**src/rtl/irq_pkg.sv**
```systemverilog
package irq_pkg;
  localparam int unsigned NUM_SRC  = 8;
  localparam int unsigned DATA_W   = 8;
  localparam int unsigned ADDR_W   = 2;
  localparam int unsigned PORT_W   = 8;
  localparam int unsigned NUM_PWM  = 3;

  localparam int unsigned B_TMR  = 0;
  localparam int unsigned B_PORT = 1;
  localparam int unsigned B_EXT  = 2;
  localparam int unsigned B_ADC  = 3;
  localparam int unsigned B_PWM1 = 4;
  localparam int unsigned B_CMP  = 7;

  localparam logic [ADDR_W-1:0] A_PEND = 2'd0;
  localparam logic [ADDR_W-1:0] A_MASK = 2'd1;
  localparam logic [ADDR_W-1:0] A_WAKE = 2'd2;
endpackage

```
**src/rtl/irq_level_det.sv**
```systemverilog
module irq_level_det #(
  parameter int unsigned WIDTH     = 1,
  parameter bit          FALL_ONLY = 1'b0
) (
  input  logic             clk_i,
  input  logic             rst_ni,
  input  logic [WIDTH-1:0] raw_i,
  output logic             evt_o
);
  logic [WIDTH-1:0] s1_q, s2_q, prev_q;
  logic [WIDTH-1:0] hit;

  always_ff @(posedge clk_i or negedge rst_ni) begin
    if (!rst_ni) begin
      s1_q   <= '0;
      s2_q   <= '0;
      prev_q <= '0;
    end else begin
      s1_q   <= raw_i;
      s2_q   <= s1_q;
      prev_q <= s2_q;
    end
  end

  generate
    if (FALL_ONLY) begin : g_fall
      assign hit = prev_q & ~s2_q;
    end else begin : g_any
      assign hit = prev_q ^ s2_q;
    end
  endgenerate

  assign evt_o = |hit;
endmodule

```
**src/rtl/irq_flag_bank.sv**
```systemverilog
module irq_flag_bank #(
  parameter int unsigned N = 8
) (
  input  logic         clk_i,
  input  logic         rst_ni,
  input  logic [N-1:0] set_i,
  input  logic         clr_we_i,
  input  logic [N-1:0] clr_keep_i,
  output logic [N-1:0] flag_o
);
  logic [N-1:0] flag_q;

  // set dominates a same-cycle clear
  always_ff @(posedge clk_i or negedge rst_ni) begin
    if (!rst_ni) flag_q <= '0;
    else if (clr_we_i) flag_q <= (flag_q & clr_keep_i) | set_i;
    else flag_q <= flag_q | set_i;
  end

  assign flag_o = flag_q;
endmodule

```
**src/rtl/irq_wake_gen.sv**
```systemverilog
module irq_wake_gen (
  input  logic       adc_evt_i,
  input  logic       cmp_evt_i,
  input  logic       port_evt_i,
  input  logic [2:0] wake_en_i, // [2] adc, [1] cmp, [0] port
  output logic       wake_o
);
  assign wake_o = (wake_en_i[2] & adc_evt_i) |
                  (wake_en_i[1] & cmp_evt_i) |
                  (wake_en_i[0] & port_evt_i);
endmodule

```
**src/rtl/irq_flag_ctrl.sv**
```systemverilog
module irq_flag_ctrl
  import irq_pkg::*;
(
  input  logic              clk_i,
  input  logic              rst_ni,
  input  logic [ADDR_W-1:0] reg_addr_i,
  input  logic              reg_we_i,
  input  logic [DATA_W-1:0] reg_wdata_i,
  output logic [DATA_W-1:0] reg_rdata_o,
  input  logic              tmr_ovf_i,
  input  logic              adc_done_i,
  input  logic [NUM_PWM-1:0] pwm_match_i,
  input  logic              ext_pin_i,
  input  logic [PORT_W-1:0] port_i,
  input  logic              cmp_i,
  input  logic              eni_i,
  input  logic              disi_i,
  output logic              irq_o,
  output logic              wake_o
);
  logic               ext_evt, port_evt, cmp_evt;
  logic [NUM_SRC-1:0] set_vec;
  logic [NUM_SRC-1:0] flag_q;
  logic [NUM_SRC-1:0] mask_q;
  logic [2:0]         wake_en_q;
  logic               gie_q;

  irq_level_det #(.WIDTH(1), .FALL_ONLY(1'b1)) u_ext (
    .clk_i(clk_i), .rst_ni(rst_ni), .raw_i(ext_pin_i), .evt_o(ext_evt));
  irq_level_det #(.WIDTH(PORT_W), .FALL_ONLY(1'b0)) u_port (
    .clk_i(clk_i), .rst_ni(rst_ni), .raw_i(port_i), .evt_o(port_evt));
  irq_level_det #(.WIDTH(1), .FALL_ONLY(1'b0)) u_cmp (
    .clk_i(clk_i), .rst_ni(rst_ni), .raw_i(cmp_i), .evt_o(cmp_evt));

  always_comb begin
    set_vec         = '0;
    set_vec[B_TMR]  = tmr_ovf_i;
    set_vec[B_PORT] = port_evt;
    set_vec[B_EXT]  = ext_evt;
    set_vec[B_ADC]  = adc_done_i;
    set_vec[B_CMP]  = cmp_evt;
    for (int i = 0; i < NUM_PWM; i++) set_vec[B_PWM1+i] = pwm_match_i[i];
  end

  irq_flag_bank #(.N(NUM_SRC)) u_flags (
    .clk_i(clk_i), .rst_ni(rst_ni), .set_i(set_vec),
    .clr_we_i(reg_we_i && reg_addr_i == A_PEND),
    .clr_keep_i(reg_wdata_i[NUM_SRC-1:0]), .flag_o(flag_q));

  always_ff @(posedge clk_i or negedge rst_ni) begin
    if (!rst_ni) begin
      mask_q    <= '0;
      wake_en_q <= '0;
      gie_q     <= 1'b0;
    end else begin
      if (reg_we_i && reg_addr_i == A_MASK) mask_q <= reg_wdata_i[NUM_SRC-1:0];
      if (reg_we_i && reg_addr_i == A_WAKE) wake_en_q <= reg_wdata_i[3:1];
      if (disi_i) gie_q <= 1'b0;
      else if (eni_i) gie_q <= 1'b1;
    end
  end

  always_comb begin
    unique case (reg_addr_i)
      A_PEND:  reg_rdata_o = flag_q & mask_q;
      A_MASK:  reg_rdata_o = mask_q;
      A_WAKE:  reg_rdata_o = {4'b0, wake_en_q, 1'b0};
      default: reg_rdata_o = '0;
    endcase
  end

  assign irq_o = gie_q & |(flag_q & mask_q);

  irq_wake_gen u_wake (
    .adc_evt_i(adc_done_i), .cmp_evt_i(cmp_evt), .port_evt_i(port_evt),
    .wake_en_i(wake_en_q), .wake_o(wake_o));
endmodule

```
**config.mk**
```make
export PLATFORM = sky130hd
export DESIGN_NAME = irq_flag_ctrl
export DESIGN_NICKNAME = d
export VERILOG_FILES = /design/src/rtl/irq_pkg.sv /design/src/rtl/irq_level_det.sv /design/src/rtl/irq_flag_bank.sv /design/src/rtl/irq_wake_gen.sv /design/src/rtl/irq_flag_ctrl.sv
export SDC_FILE = /design/constraint.sdc
export NUM_CORES = 1
export LEC_CHECK = 0
export ABC_AREA = 1
export ABC_CLOCK_PERIOD_IN_PS = 1100
export BUFFER_PORTS_ARGS = -buffer_cell sky130_fd_sc_hd__buf_2
export CELL_PAD_IN_SITES_DETAIL_PLACEMENT = 1
export CELL_PAD_IN_SITES_GLOBAL_PLACEMENT = 1
export CORE_MARGIN = 3
export CORE_UTILIZATION = 41
export DETAILED_ROUTE_END_ITERATION = 10
export PLACE_DENSITY = 0.86
export SKIP_LAST_GASP = 1
export SYNTH_ARGS = -nofsm -noshare
export SYNTH_HDL_FRONTEND = slang
export SYNTH_SLANG_ARGS = --single-unit
```
**constraint.sdc**
```tcl
create_clock -name clk_i -period 1.1 [get_ports clk_i]
set_input_delay 0.11 -clock clk_i [delete_from_list [all_inputs] [get_ports clk_i]]
set_output_delay 0.11 -clock clk_i [all_outputs]
set_load 0.01 [all_outputs]
```
==> results.sh <==
export IMPL_routed_wl_um=4790
export IMPL_worst_skew_pair_late_latency_ps=300
export IMPL_route_detailed_drc=0
export IMPL_synthesis_nets=203
export IMPL_synth_cell_type_count=18
export IMPL_synth_top_area_share_pct=66.5
export IMPL_status="complete, but fails checks"
export IMPL_cp_required_ps=990
export IMPL_route_vias_total=1470
export IMPL_end_kind="output pin"
export IMPL_avgSynthCellArea_um2=10.9
export IMPL_timing_fmax_mhz=672
export IMPL_htree_levels=2
export IMPL_areaGrowthSynthToFinish_pct=36.6
export IMPL_synthTopCellsByArea="dfrtp_1 66%, nand2_1 8.8%, o21ai_0 5.9%"
export IMPL_antenna_cells=0
export IMPL_ys_ff_latch=50
export IMPL_wl_met2_um=2520
export IMPL_antenna_left=0
export IMPL_ys_seq_area_share_pct=66.5
export IMPL_port_buffers=39
export IMPL_drv_slew=0
export IMPL_fin_crit_sh_pct=135
export IMPL_nNetsFinal=279
export IMPL_grtUsageTotal_pct=17.9
export IMPL_setup_viol=10
export IMPL_synth_edf_count=0
export IMPL_final_area_um2=2570
export IMPL_place_congestion=0.743
export IMPL_cts_clk_slew_worst_paths_ps=100
export IMPL_gr_total_overflow=0
export IMPL_arrival_ps=1380
export IMPL_syn_area_um2=1880
export IMPL_wl_met1_um=1970
export IMPL_place_hpwl_um=2840
export IMPL_root_buffer="clkbuf_8"
export IMPL_dieArea_um2=5440
export IMPL_worst_slew_pin_slew_ps=279
export IMPL_ys_async_sr_fraction_pct=100
export IMPL_min_delay_path_class="input port to register"
export IMPL_slew_headroom_pct=81.3
export IMPL_boundaryPins=40
export IMPL_clock_sinks=50
export IMPL_p_leak_nw=1.30
export IMPL_core_area_um2=4380
export IMPL_start_util_pct=42.9
export IMPL_grt_pass1_vias=1502
export IMPL_fin_ws_ps=-388
export IMPL_startpoint_type="register"
export IMPL_drt_iter0_markers=74
export IMPL_violations="negative setup slack"
export IMPL_ys_warn_count=0
export IMPL_postSynthCellCount=173
export IMPL_drive_gt1_share_pct=32.8
export IMPL_tns_ps=-1670
export IMPL_numCtsBuffers=5
export IMPL_die_height_um=73.7
export IMPL_dr_wl_met3_um=175
export IMPL_grt_pass1_wl_um=7220
export IMPL_total_power_w=0.00383
export IMPL_timing_worst_setup_path_type="register to output pin"
export IMPL_placementRows=24
export IMPL_p_per_area_nw_per_um2=1490
export IMPL_grt_max_degree=51
export IMPL_max_cap_violations=0
export IMPL_cts_tree="yes"
export IMPL_dpl_cell_area_um2=2180
export IMPL_wire_per_inst_um=15.9
export IMPL_antenna_found_initial=0
export IMPL_hold_viol=0
export IMPL_yosysMostFrequentCell="dfrtp_1"
export IMPL_drtPass1Iterations=4
export IMPL_avgViaCountPerCell=4.87
export IMPL_synth_flop_cell="dfrtp_1"
export IMPL_critical_path_max_fanout=2
export IMPL_period_minus_slack_ps=1490
export IMPL_finClkSkew_ps=7.40
export IMPL_synth_top_area_cell="dfrtp_1"
export IMPL_rsz0062_at_grt="yes"
export IMPL_ir_drop_v=0.000914
export IMPL_dieWidth_um=73.7
export IMPL_pre_cts_slack_ps=-102
export IMPL_yosys_top_cells_count="50 x dfrtp_1, 44 x nand2_1, 23 x inv_1, 22 x o21ai_0, 9 x nor2_1"
export IMPL_clk_path_buf_depth=2
export IMPL_top_layer_used="met4"
-- final timing paths --
kind / slack [ps] / start / cells after the start / end
max in group asynchronous: 560 / rst_ni / 3 / u_port.s2_q[1]
hold / removal: 20 / tmr_ovf_i / 3 / u_flags.flag_o[0]
setup / recovery: -390 / u_port.prev_q[2] / 7 / wake_o
min in group asynchronous: 290 / rst_ni / 3 / mask_q[6]
setup reg to reg: 10 / u_port.prev_q[2] / 5 / u_flags.flag_o[1]
hold reg to reg: 350 / u_port.s1_q[0] / 0 / u_port.s2_q[0]
-- per-layer routing --
metal | vias to the layer above | track usage (%)
met4 | 0 | 6.24
li1 | 692 | -
met2 | 32 | 29.3
met5 | - | 0
met1 | 733 | 22.2
met3 | 13 | 5.61
-- report_power, final --
part | leakage (nW) | internal [W] | total, W | switching (W)
registers | 0.569 | 0.00198 | 0.00208 | 0.000101
clock network | 0.0441 | 0.000448 | 0.00108 | 0.000629
logic | 0.683 | 0.000351 | 0.000674 | 0.000323
-- worst max-delay path, stage by stage (launching register included) --
cell	delay [ps]
dfrtp_1	400
xnor2_2	170
nand2_1	100
nor2_2	110
nand2_1	60
nand2_1	60
nand2_1	40
buf_2	130
-- kinds of logic after synthesis --
| family | after synthesis | share of synthesized area, % |
|---|---|---|
| flip-flops | 50 | 66.5 |
| AND/OR/NAND/NOR | 60 | 13.5 |
| multiplexers | 5 | 3.79 |
| AO/OA/AOI/OAI | 27 | 7.71 |
| XOR/XNOR | 4 | 1.86 |
| buffers and inverters | 27 | 6.65 |
-- cells in the final DEF (no fill, tap or decap), types with 2 or more instances in the layout --
cell type and instances:
o21ai_2 4, o21ai_1 3, o211ai_1 2, nand2_1 44
clkbuf_8 5, inv_1 23, buf_2 39, buf_6 6
nand4_1 2, nor2_2 2, nand3_2 2, buf_4 10
nor2_1 7, xnor2_1 2, dfrtp_1 50, o21ai_0 15
mux2_4 4, nand3_1 2, dlygate4sd3_1 16, xnor2_2 2
-- final cells by class --
type / instances / area [µm²]
clock buffer: 5 / 68.8
inverter: 24 / 95.1
clock inverter: 3 / 21.3
tap: 52 / 65.1
sequential: 50 / 1250
fill: 486 / 1810
multi-input combinational: 96 / 552
timing repair buffer: 72 / 518
-- repair_timing --
item,CTS,global route
pin swaps,10,12
endpoints found under the hold margin,64,1
gates resized for setup,18,7
setup buffers,10,6
endpoints found under the setup margin,11,11
hold buffers,15,1
-- sequential cells by signal (all words and copies together) (netlist names) --
register and cells:
u_flags.flag_o 8, u_port.prev_q 8, u_ext.s1_q 1, u_port.s2_q 8
gie_q 1, u_ext.prev_q 1, wake_en_q 3, u_ext.s2_q 1
u_cmp.s2_q 1, mask_q 8, u_cmp.s1_q 1, u_cmp.prev_q 1
u_port.s1_q 8
-- per-stage QoR --
| stage | hold WS [ps] | cells | utilization [%] |
|---|---|---|---|
| global route | 23.7 | 302 | 58.6 |
| floorplan | -186 | 173 | - |
| detailed placement | 124 | 268 | 49.7 |
| global placement | 115 | 268 | 49.7 |
| finish | 15.6 | 302 | 58.6 |
| CTS | 9.64 | 300 | 57.7 |
No activity file was read; power rests on OpenSTA's default activity.
